==> config.mk <==
export PLATFORM = sky130hd
export DESIGN_NAME = cbr_refresh_seq
export DESIGN_NICKNAME = d
export VERILOG_FILES = /design/src/rtl/cbr_pkg.sv /design/src/rtl/cbr_wait_counter.sv /design/src/rtl/cbr_ras_stage.sv /design/src/rtl/cbr_refresh_seq.sv
export SDC_FILE = /design/constraint.sdc
export NUM_CORES = 1
export LEC_CHECK = 0
export BUFFER_PORTS_ARGS = -buffer_cell sky130_fd_sc_hd__clkbuf_2
export CORE_MARGIN = 3
export CORE_UTILIZATION = 40
export CTS_BUF_LIST = sky130_fd_sc_hd__clkbuf_2 sky130_fd_sc_hd__clkbuf_4 sky130_fd_sc_hd__clkbuf_8
export CTS_CLUSTER_SIZE = 8
export DETAILED_ROUTE_END_ITERATION = 6
export SLEW_MARGIN = 30
export SYNTH_ARGS = -nofsm -noshare
export SYNTH_HDL_FRONTEND = slang
export SYNTH_SLANG_ARGS = --single-unit
==> constraint.sdc <==
create_clock -name clk -period 2.1 [get_ports clk]
set_clock_uncertainty 0.1 [all_clocks]
set_input_delay 0.105 -clock clk [delete_from_list [all_inputs] [get_ports clk]]
set_output_delay 0.105 -clock clk [all_outputs]
set_load 0.05 [all_outputs]
==> src/rtl/cbr_pkg.sv <==
package cbr_pkg;
    typedef enum logic [2:0] {
        ST_IDLE   = 3'd0,
        ST_PRECH  = 3'd1,
        ST_T1     = 3'd2,
        ST_T2     = 3'd3,
        ST_RCWAIT = 3'd4,
        ST_T3     = 3'd5,
        ST_TI     = 3'd6
    } cbr_state_e;
endpackage

==> src/rtl/cbr_wait_counter.sv <==
module cbr_wait_counter #(
    parameter int W = 3
) (
    input  logic         clk,
    input  logic         rst_n,
    input  logic         load,
    input  logic [W-1:0] load_val,
    input  logic         dec,
    output logic         zero
);
    logic [W-1:0] cnt_q;

    always_ff @(posedge clk or negedge rst_n) begin
        if (!rst_n)
            cnt_q <= '0;
        else if (load)
            cnt_q <= load_val;
        else if (dec && cnt_q != '0)
            cnt_q <= cnt_q - W'(1);
    end

    assign zero = (cnt_q == '0);

    // a load never arrives while the count is still running down
    AST_LOAD_WHEN_IDLE: assert property (@(posedge clk) disable iff (!rst_n)
        (load && dec) |-> zero);
endmodule

==> src/rtl/cbr_ras_stage.sv <==
module cbr_ras_stage #(
    parameter int LINES = 8
) (
    input  logic             clk,
    input  logic             rst_n,
    input  logic             arm,
    output logic [LINES-1:0] ras_n
);
    logic low_q;

    // falling-edge register gives the half-period RAS fall
    always_ff @(negedge clk or negedge rst_n) begin
        if (!rst_n)
            low_q <= 1'b0;
        else
            low_q <= arm;
    end

    for (genvar g = 0; g < LINES; g++) begin : g_line
        assign ras_n[g] = ~(low_q & arm);
    end

    AST_RAS_LINES_MATCH: assert property (@(posedge clk) disable iff (!rst_n)
        ($countones(ras_n) == 0) || ($countones(ras_n) == LINES));
endmodule

==> src/rtl/cbr_refresh_seq.sv <==
module cbr_refresh_seq #(
    parameter int RRW_W     = 2,
    parameter int RCW_W     = 3,
    parameter int RAS_LINES = 8
) (
    input  logic                 clk,
    input  logic                 rst_n,
    input  logic                 refresh_trig,
    input  logic [RRW_W-1:0]     prech_wait,
    input  logic [RCW_W-1:0]     rascas_wait,
    output logic                 rfsh_strobe_n,
    output logic [RAS_LINES-1:0] ras_n,
    output logic                 ucas_n,
    output logic                 lcas_n,
    output logic                 busy,
    output logic                 done
);
    import cbr_pkg::*;

    localparam int CW = (RCW_W > RRW_W) ? RCW_W : RRW_W;

    cbr_state_e       state_q, state_d;
    logic             pending_q;
    logic [RCW_W-1:0] rcw_q;
    logic             start_go;
    logic             cnt_load, cnt_dec, cnt_zero;
    logic [CW-1:0]    cnt_val;
    logic             ras_arm;
    logic             active;

    // start acceptance: from IDLE, or straight out of TI
    assign start_go = (state_q == ST_IDLE || state_q == ST_TI)
                      && (refresh_trig || pending_q);

    // next-state logic
    always_comb begin
        state_d = state_q;
        unique case (state_q)
            ST_IDLE, ST_TI: begin
                if (start_go)
                    state_d = (prech_wait != '0) ? ST_PRECH : ST_T1;
                else
                    state_d = ST_IDLE;
            end
            ST_PRECH:  state_d = cnt_zero ? ST_T1 : ST_PRECH;
            ST_T1:     state_d = ST_T2;
            ST_T2:     state_d = ST_RCWAIT;
            ST_RCWAIT: state_d = cnt_zero ? ST_T3 : ST_RCWAIT;
            ST_T3:     state_d = ST_TI;
            default:   state_d = ST_IDLE;
        endcase
    end

    // state register and cycle context
    always_ff @(posedge clk or negedge rst_n) begin
        if (!rst_n) begin
            state_q   <= ST_IDLE;
            pending_q <= 1'b0;
            rcw_q     <= '0;
        end else begin
            state_q <= state_d;
            if (start_go) begin
                pending_q <= 1'b0;
                rcw_q     <= rascas_wait;
            end else if (refresh_trig && state_q != ST_IDLE) begin
                pending_q <= 1'b1;
            end
        end
    end

    // wait counter: loaded on start (precharge) and in T2 (RAS-CAS)
    always_comb begin
        cnt_load = 1'b0;
        cnt_val  = '0;
        if (start_go) begin
            cnt_load = 1'b1;
            cnt_val  = (prech_wait != '0) ? CW'(prech_wait) - CW'(1) : '0;
        end else if (state_q == ST_T2) begin
            cnt_load = 1'b1;
            cnt_val  = (rcw_q != '0) ? CW'(rcw_q) - CW'(1) : '0;
        end
    end

    assign cnt_dec = (state_q == ST_PRECH) || (state_q == ST_RCWAIT);

    cbr_wait_counter #(.W(CW)) u_wait (
        .clk      (clk),
        .rst_n    (rst_n),
        .load     (cnt_load),
        .load_val (cnt_val),
        .dec      (cnt_dec),
        .zero     (cnt_zero)
    );

    // output decode from the state register
    always_comb begin
        active  = 1'b0;
        ras_arm = 1'b0;
        done    = 1'b0;
        unique case (state_q)
            ST_PRECH, ST_T1:        active = 1'b1;
            ST_T2, ST_RCWAIT, ST_T3: begin
                active  = 1'b1;
                ras_arm = 1'b1;
            end
            ST_TI:                  done = 1'b1;
            default: ;
        endcase
    end

    assign rfsh_strobe_n = ~active;
    assign ucas_n        = ~active;
    assign lcas_n        = ~active;
    assign busy          = active;

    cbr_ras_stage #(.LINES(RAS_LINES)) u_ras (
        .clk   (clk),
        .rst_n (rst_n),
        .arm   (ras_arm),
        .ras_n (ras_n)
    );

    AST_NO_ABORT: assert property (@(posedge clk) disable iff (!rst_n)
        (state_q inside {ST_PRECH, ST_T1, ST_T2, ST_RCWAIT})
        |=> (state_q inside {ST_PRECH, ST_T1, ST_T2, ST_RCWAIT, ST_T3}));
    AST_PRE_BOUND: assert property (@(posedge clk) disable iff (!rst_n)
        (state_q == ST_PRECH) |=> (state_q inside {ST_PRECH, ST_T1}));
    AST_RCW_MIN_ONE: assert property (@(posedge clk) disable iff (!rst_n)
        (state_q == ST_T2) |=> (state_q == ST_RCWAIT));
    AST_CAS_COVERS_RAS: assert property (@(posedge clk) disable iff (!rst_n)
        !(&ras_n) |-> (!ucas_n && !lcas_n));
    AST_DONE_AFTER_T3: assert property (@(posedge clk) disable iff (!rst_n)
        done |-> ($past(state_q) == ST_T3));
    AST_PENDING_SERVED: assert property (@(posedge clk) disable iff (!rst_n)
        (pending_q && state_q == ST_TI) |=> !rfsh_strobe_n);
endmodule

Yosys cells after proc, flatten, opt, wreduce, memory -nomap -nowiden
Cells that the tools add are included.
{"block": "classes", "reduce_logical": 17, "mux": 18, "addsub": 3, "n_bitwise": 3, "eq_ne": 6}
{"operator": "2-to-1 mux 3 bit", "count": 6}
{"operator": "case mux 3 bit (6 select lines)", "count": 1}
{"operator": "equality test 3 bit, second input constant", "count": 3}
{"operator": "nonzero test 3 bit", "count": 3}
{"operator": "2-to-1 mux 1 bit", "count": 8}
{"operator": "equality test 3 x 2 -> 1 bit, second input constant", "count": 2}
{"operator": "logical NOT 3 bit", "count": 2}
{"operator": "2-to-1 mux 2 bit", "count": 3}
{"operator": "nonzero test 2 bit", "count": 3}
{"operator": "subtractor 3 x 1 -> 3 bit, second input constant", "count": 2}
{"operator": "OR reduction 5 bit", "count": 1}
{"operator": "equality test 3 x 1 -> 1 bit, second input constant", "count": 1}
{"operator": "logical AND 1 bit", "count": 3}
{"operator": "logical OR 1 bit", "count": 3}
{"operator": "OR reduction 3 bit", "count": 1}
{"operator": "subtractor 2 x 1 -> 3 bit, second input constant", "count": 1}
{"operator": "NOT 1 bit", "count": 2}
{"operator": "OR reduction 2 bit", "count": 1}
{"operator": "bitwise AND 1 bit", "count": 1}
{"block": "word_totals", "regBits": 11, "out_inout_bits": 13}

Longest topological paths before layout
Gate-level depths: netlist of run 1.
{"block": "depth", "depth_word": 5, "mapped_depth": 6, "mapped_depth_nobuf": 6}

By module
From an unflattened synthesis of run 1, not the netlist that was laid out.
{"block": "hier_totals", "cells_unflattened": 83, "area_unflattened_um2": 803.3}
{"mod": "cbr_refresh_seq", "cells_per_inst": 55, "n_inst": 1, "seq_area_each_um2": 175.2, "area_each_um2": 514.2}
{"mod": "cbr_wait_counter", "cells_per_inst": 19, "n_inst": 1, "seq_area_each_um2": 75.1, "area_each_um2": 207.7}
{"mod": "cbr_ras_stage", "cells_per_inst": 9, "n_inst": 1, "seq_area_each_um2": 25.0, "area_each_um2": 81.3}

==> results of run 1 <==
-- logic make-up after synthesis --
family	Yosys count
xor+xnor	2
buf+inv	18
flops	11
fa+ha+maj	4
simple gates	36
mux	5
compound gates	16
-- stage by stage --
step	hold WS [ns]	instances	TNS, ns	worst slack [ns]
3_5_place_dp	-0.0962	130	0	0.112
3_3_place_gp	-0.0958	130	0	0.129
5_1_grt	0.0236	138	-1.71	-0.216
6_report	0.0177	138	-1.26	-0.160
4_1_cts	0.00986	138	-1.30	-0.165
2_1_floorplan	-0.291	92	0	0.0629
-- path summary, 6_finish.rpt --
check / from / endpoint / slack (ns)
max in group asynchronous: rst_n / u_ras.low_q$_DFF_NN0_ / 0.57
max: u_ras.low_q$_DFF_NN0_ / ras_n[5] / -0.16
min reg2reg: pending_q$_DFFE_PN0P_ / pending_q$_DFFE_PN0P_ / 0.46
min in group asynchronous: rst_n / u_wait.cnt_q[0]$_DFFE_PN0P_ / 0.14
min: refresh_trig / pending_q$_DFFE_PN0P_ / 0.02
max reg2reg: state_q[2]$_DFF_PN0_ / u_ras.low_q$_DFF_NN0_ / 0.23
-- final cells by class --
type	count	area (µm²)	share of cell area [%]
timing repair buffer	29	248	23.7
inverter	6	26.3	2.51
multi-input combinational	63	437	41.7
clock buffer	4	30.0	2.87
sequential	11	275	26.3
tap	25	31.3	2.99
-- Yosys cell counts (2+ instances only) --
| library cell | count | area [µm²] |
|---|---|---|
| dfrtp_1 | 10 | 250 |
| buf_4 | 9 | 67.6 |
| nand2_1 | 9 | 33.8 |
| nor2_1 | 9 | 33.8 |
| inv_1 | 6 | 22.5 |
| ha_1 | 4 | 50.1 |
| nand2b_1 | 3 | 18.8 |
| nor2b_1 | 3 | 18.8 |
| o21ai_0 | 3 | 15.0 |
| a21oi_1 | 2 | 10.0 |
| a31oi_1 | 2 | 12.5 |
| mux2_2 | 2 | 22.5 |
| mux2i_1 | 2 | 20.0 |
| nor3_1 | 2 | 10.0 |
| nor3b_1 | 2 | 15.0 |
| o21ai_1 | 2 | 10.0 |
-- state kept, by name, indices dropped and copies added, names as in the netlist --
register,flops
pending_q,1
rcw_q,3
state_q,3
u_ras.low_q,1
u_wait.cnt_q,3
-- critical path: cells and delay by family (launching register included) --
| family | cells | cell delay, ns |
|---|---|---|
| buffers and inverters | 1 | 0.19 |
| DFF | 1 | 0.43 |
| and+or+nand+nor | 1 | 0.10 |
-- timing repair --
action / in CTS / in global routing
setup endpoints to repair: 8 / 8
hold buffers: 4 / 0
resized for setup: 16 / 0
endpoints found under the hold margin: 13 / 0
-- routing by layer --
metal  track usage [%]  routed length, µm
met3              6.12                 96
met1              17.6                750
met4              9.42                 37
met2              26.6                795
met5                 0                  0
==> metrics, run 1 <==
die outline area=0.00261 mm²; mean instance size in the synthesized netlist=8.84 µm²; main combinational cell family by area after synthesis=simple AND/OR/NAND/NOR gates; count of cells along the worst register-to-register path=2; element type at the critical path end=output pin; synthesized area=813 µm²; class of the most critical hold timing path=input port to flop; horizontal die dimension=51.1 µm; DRC viols=0; floorplan die height=51.1 µm; clock root buffer master=clkbuf_4; average detailed-routed wire length per instance=12.2 µm; max-slew violation count=0; post-DR vias/cell=4.92; fill count=184; post-CTS setup buffer count=0; area share of and/or/nand/nor cells after synthesis=23.7%; main flop type after synthesis=dfrtp_1; clock-pin slew reported for the worst setup and hold paths after clock tree synthesis=0.07 ns; worst hold path stage count=3; largest net degree at the start of global routing=15; Post-Route Utilization=57.5%; Worst Setup Path Type=flop to output pin; worst skew pair latency=0.27 ns; GP Congestion=0.731; deepest clock path buffer count=2; highest-count cells in the layout ignoring fill and taps=12 x clkbuf_2, 10 x dfrtp_1, 9 x nor2_1; xor and xnor area share after synthesis=2.15%; data arrival time of the critical path=2.06 ns; list of cells traversed by the critical path=nand2_4, clkbuf_8; TritonCTS clock tree=yes; Hold Fails Final Rpt=0; violated checks=negative setup slack; number of detailed-route iterations in the first pass=4; multiplexer fraction of the synthesized cell area=7.08%; wire length of the first global-routing pass=2.95 mm; number of antenna violations at the first check in global routing=0; area share of fa/ha/maj cells after synthesis=6.15%; I/O pin cnt=21; relative slew slack=72.2%; number of nets in the final layout=126; worst-margin pin slew=0.416 ns; maximum net fanout on the critical path=8; dpl hpwl=1.17 mm; gr ovfl total=0; fin worst setup slack=-0.160 ns; maximum level of the CTS H-tree=1; Unique masters post-synth=38; delay of the slowest cell on the worst path=0.43 ns; DRC violation total after the first TritonRoute iteration=18; area inside the core boundary=0.00182 mm²; number of antenna cells inserted=0; post-synthesis register bit count=11; initial standard-cell utilization of the core=44.7%; All-Layer GR Usage=16.2%; share of layout cells above drive strength 1=33.6%; run status=finished with violations; placement-stage cell area=907 µm²; part of the Yosys area used for sequential elements=33.8%; YS warnings=0; number of flops mapped to enable cells by yosys=0; net count after synthesis=104; Compound-Gate Fraction of Synth Area=13.5%; Synth async-reset ratio=100%; sinks on the clock net=11; vias=679; leading cell type in the layout, fill and taps excluded=clkbuf_2; Row Count=15; setup-violating endpoint count in the final report=8; area growth from synthesis to final layout=28.8%; count of input and output buffers=20; slowest stage cell, crit path=dfrtn_1; via count of the first global-routing pass=653; gate count of the mapped netlist=92; cts bufs inserted=3; data required time of the worst path=1.89 ns; crit start category=flop; number of max-cap violations=0; unrepaired setup endpoints after global routing=yes; final design instance area without fill=0.00105 mm²; antenna viol nets, final=0; total wirelength of the detailed-routed design=1.68 mm
Power of run 1 is left out: the tool's default activity adds up to more than one toggle a clock period on the data nets, which glitch-free logic cannot reach.
==> inputs of run 2 (changes only) <==
Settings changed: BUFFER_PORTS_ARGS -buffer_cell sky130_fd_sc_hd__clkbuf_2 to not set, DONT_BUFFER_PORTS set to 1.
==> metrics, run 2 (same netlist as run 1, synthesis figures left out) <==
run status=finished with violations; violated checks=negative setup slack; deepest clock path buffer count=2; clock root buffer master=clkbuf_4; largest net degree at the start of global routing=15; share of layout cells above drive strength 1=22.0%; number of antenna violations at the first check in global routing=0; floorplan die height=51.1 µm; number of nets in the final layout=113; initial standard-cell utilization of the core=44.7%; crit start category=flop; via count of the first global-routing pass=677; post-CTS setup buffer count=0; number of antenna cells inserted=0; post-DR vias/cell=5.15; element type at the critical path end=output pin; relative slew slack=67.8%; Hold Fails Final Rpt=0; count of input and output buffers=0; sinks on the clock net=11; list of cells traversed by the critical path=nand2_4, buf_16; GP Congestion=0.713; Worst Setup Path Type=flop to output pin; area inside the core boundary=0.00182 mm²; delay of the slowest cell on the worst path=0.37 ns; cts bufs inserted=3; wire length of the first global-routing pass=2.73 mm; class of the most critical hold timing path=input port to flop; data arrival time of the critical path=2.14 ns; dpl hpwl=1.11 mm; die outline area=0.00261 mm²; vias=644; TritonCTS clock tree=yes; setup-violating endpoint count in the final report=8; worst-margin pin slew=0.482 ns; largest registers=rcw_q x3, state_q x3, u_wait.cnt_q x3; number of detailed-route iterations in the first pass=4; I/O pin cnt=21; leading cell type in the layout, fill and taps excluded=dfrtp_1; data required time of the worst path=1.89 ns; total wirelength of the detailed-routed design=1.53 mm; unrepaired setup endpoints after global routing=yes; number of max-cap violations=0; Post-Route Utilization=52.8%; DRC violation total after the first TritonRoute iteration=17; max-slew violation count=0; All-Layer GR Usage=14.0%; Row Count=15; maximum net fanout on the critical path=8; maximum level of the CTS H-tree=1; antenna viol nets, final=0; worst skew pair latency=0.27 ns; area growth from synthesis to final layout=18.2%; hold slack=0.0914 ns; average detailed-routed wire length per instance=12.2 µm; DRC viols=0; highest-count cells in the layout ignoring fill and taps=10 x dfrtp_1, 9 x nor2_1, 8 x nand2_1; clock-pin slew reported for the worst setup and hold paths after clock tree synthesis=0.07 ns; slowest stage cell, crit path=buf_16; horizontal die dimension=51.1 µm; fin worst setup slack=-0.243 ns; gr ovfl total=0
run 2: cell count changes in the layout (fill, tap and decap cells not counted), sizes merged:
cell,before,now
clkbuf,24,4
dlygate4sd3,4,7
buf,5,9
run 2: what timing repair did:
action	4_1_cts	5_1_grt
hold endpoints to repair	17	0
hold buffers	7	0
resized for setup	1	1
endpoints found under the setup margin	8	11
run 2: worst paths after layout:
check / start / endpoint / slack, ns / depth (start not counted)
min in group asynchronous: rst_n / pending_q$_DFFE_PN0P_ / 0.13 / 1
worst max-delay path: u_ras.low_q$_DFF_NN0_ / ras_n[0] / -0.24 / 2
max in group asynchronous: rst_n / u_ras.low_q$_DFF_NN0_ / 1.45 / 0
worst min-delay path: prech_wait[1] / u_wait.cnt_q[0]$_DFFE_PN0P_ / 0.09 / 3
worst max register to register: state_q[2]$_DFF_PN0_ / u_ras.low_q$_DFF_NN0_ / 0.24 / 2
worst min register to register: pending_q$_DFFE_PN0P_ / pending_q$_DFFE_PN0P_ / 0.46 / 2
run 2: layout make-up:
cell class | count | area (µm²)
inverters | 6 | 26.3
flip-flops and latches | 11 | 275
well taps | 25 | 31.3
fillers | 181 | 860
repair buffers | 16 | 161
clock buffers | 4 | 30.0
multi-input cells | 63 | 437
run 2: per-stage QoR:
stage / instances / setup WS (ns) / area, µm² / setup TNS, ns
floorplan: 92 / 0.0629 / 826 / 0
global placement: 114 / 0.0419 / 850 / 0
detailed placement: 114 / 0.0366 / 850 / 0
CTS: 125 / -0.254 / 957 / -2.03
global route: 125 / -0.279 / 961 / -2.22
finish: 125 / -0.243 / 961 / -1.94
run 2: critical path: cells and delay by family (launching register included):
kind / cells / cell delay (ns)
flip-flops: 1 / 0.36
buffers and inverters: 1 / 0.37
AND/OR/NAND/NOR: 1 / 0.08
run 2: routing by layer:
metal  global-route usage (%)  part of all wire, %  vias up  wire [µm]
li1                         -                    -      322          -
met1                     15.9                   47      307        710
met2                     24.9                   47       13        718
met3                     5.25                  5.6        2         85
met4                     2.69                 0.66        0         10
met5                        0                    0        -          0
Power of run 2 is left out for the same reason.
==> inputs of run 3 (changes only) <==
Settings changed: CORE_MARGIN 3 to not set, CTS_BUF_LIST sky130_fd_sc_hd__clkbuf_2 sky130_fd_sc_hd__clkbuf_4 sky130_fd_sc_hd__clkbuf_8 to sky130_fd_sc_hd__clkbuf_4.
==> metrics, run 3 (same netlist as run 1, synthesis figures left out) <==
run status=finished with violations; violated checks=negative setup slack; area growth from synthesis to final layout=18.2%; list of cells traversed by the critical path=nand2_4, buf_16; largest net degree at the start of global routing=15; number of max-cap violations=0; unrepaired setup endpoints after global routing=yes; highest-count cells in the layout ignoring fill and taps=10 x dfrtp_1, 9 x nor2_1, 8 x nand2_1; setup_tns=-1.95 ns; hold slack=0.110 ns; data arrival time of the critical path=2.14 ns; hold_sp=prech_wait[1]; initial standard-cell utilization of the core=44.7%; max-slew violation count=0; cts bufs inserted=3; clock root buffer master=clkbuf_4; floorplan die height=47.1 µm; number of antenna violations at the first check in global routing=0; number of logic stages on the critical path including buffering=2; fin worst setup slack=-0.245 ns; maximum level of the CTS H-tree=1; TritonCTS clock tree=yes; gr ovfl total=0; setup-violating endpoint count in the final report=8; DRC viols=0; destination of the worst hold path=u_wait.cnt_q[0]$_DFFE_PN0P_; element type at the critical path end=output pin; deepest clock path buffer count=2; sinks on the clock net=11; crit start category=flop; delay of the slowest cell on the worst path=0.37 ns; worst skew pair latency=0.27 ns; relative slew slack=66.8%; data required time of the worst path=1.89 ns; worst slack after detailed placement=0.0375 ns; die outline area=0.00222 mm²; share of layout cells above drive strength 1=22.0%; leading cell type in the layout, fill and taps excluded=dfrtp_1; clock-pin slew reported for the worst setup and hold paths after clock tree synthesis=0.07 ns; beginning of the worst register-to-register path=state_q[2]$_DFF_PN0_; horizontal die dimension=47.1 µm; Worst Setup Path Type=flop to output pin; worst hold path stage count=3; Critical path buffers and inverters=1; wire length of the first global-routing pass=2.53 mm; worst r2r dst=u_ras.low_q$_DFF_NN0_; antenna viol nets, final=0; total wirelength of the detailed-routed design=1.54 mm; maximum net fanout on the critical path=8; vias=631; worst-margin pin slew=0.496 ns; Row Count=15; count of input and output buffers=0; number of detailed-route iterations in the first pass=4; slowest stage cell, crit path=buf_16; average detailed-routed wire length per instance=12.3 µm; DRC violation total after the first TritonRoute iteration=9; flop2flop setup slack=0.24 ns; GP Congestion=0.763; All-Layer GR Usage=17.1%; post-CTS setup buffer count=0; class of the most critical hold timing path=input port to flop; dpl hpwl=1.11 mm; I/O pin cnt=21; count of cells along the worst register-to-register path=2; area inside the core boundary=0.00182 mm²; post-DR vias/cell=5.05; largest registers=rcw_q x3, state_q x3, u_wait.cnt_q x3; Post-Route Utilization=52.8%; category of cells accounting for the largest share of critical-path delay=buffers and inverters; number of nets in the final layout=113; number of antenna cells inserted=0; via count of the first global-routing pass=596; Hold Fails Final Rpt=0
==> run 3: final cells by class <==
class	count	area (µm²)
fill	182	860
multi-input combinational	63	437
sequential	11	275
timing repair buffer	16	161
tap	25	31.3
clock buffer	4	30.0
inverter	6	26.3
==> run 3: repair_timing <==
item                       in CTS  in global routing
hold endpoints to repair       17                  0
resized for setup               1                  1
hold buffers                    7                  0
setup endpoints to repair       8                 11
==> run 3: worst max path at each step <==
stage                                  endpoint                  start  slack, ns
after floorplan           u_ras.low_q$_DFF_NN0_   state_q[1]$_DFF_PN0_       0.06
after global placement                 ras_n[1]  u_ras.low_q$_DFF_NN0_       0.04
after detailed placement               ras_n[0]  u_ras.low_q$_DFF_NN0_       0.04
after CTS                              ras_n[0]  u_ras.low_q$_DFF_NN0_      -0.26
after global routing                   ras_n[1]  u_ras.low_q$_DFF_NN0_      -0.30
final                                  ras_n[0]  u_ras.low_q$_DFF_NN0_      -0.24
==> run 3: per-stage QoR <==
stage | instances | area (µm²)
after floorplan | 92 | 826
after global placement | 114 | 850
after detailed placement | 114 | 850
after CTS | 125 | 957
after global routing | 125 | 961
final | 125 | 961
==> run 3: routing by layer <==
layer / global-route usage [%] / vias up / share of wire (%) / wire length [µm]
met5: 0 / - / 0 / 0
met4: 6.86 / 0 / 0.52 / 8
met3: 6.15 / 2 / 4.5 / 69
met2: 28.1 / 16 / 46 / 713
met1: 20.3 / 293 / 49 / 752
li1: - / 320 / - / -
==> run 3: worst reg2reg max path, delay by kind of cell (launching register included) <==
| kind | cells | cell delay [ns] |
|---|---|---|
| flip-flops | 1 | 0.38 |
| AND/OR/NAND/NOR | 2 | 0.18 |
Power of run 3 is left out for the same reason.
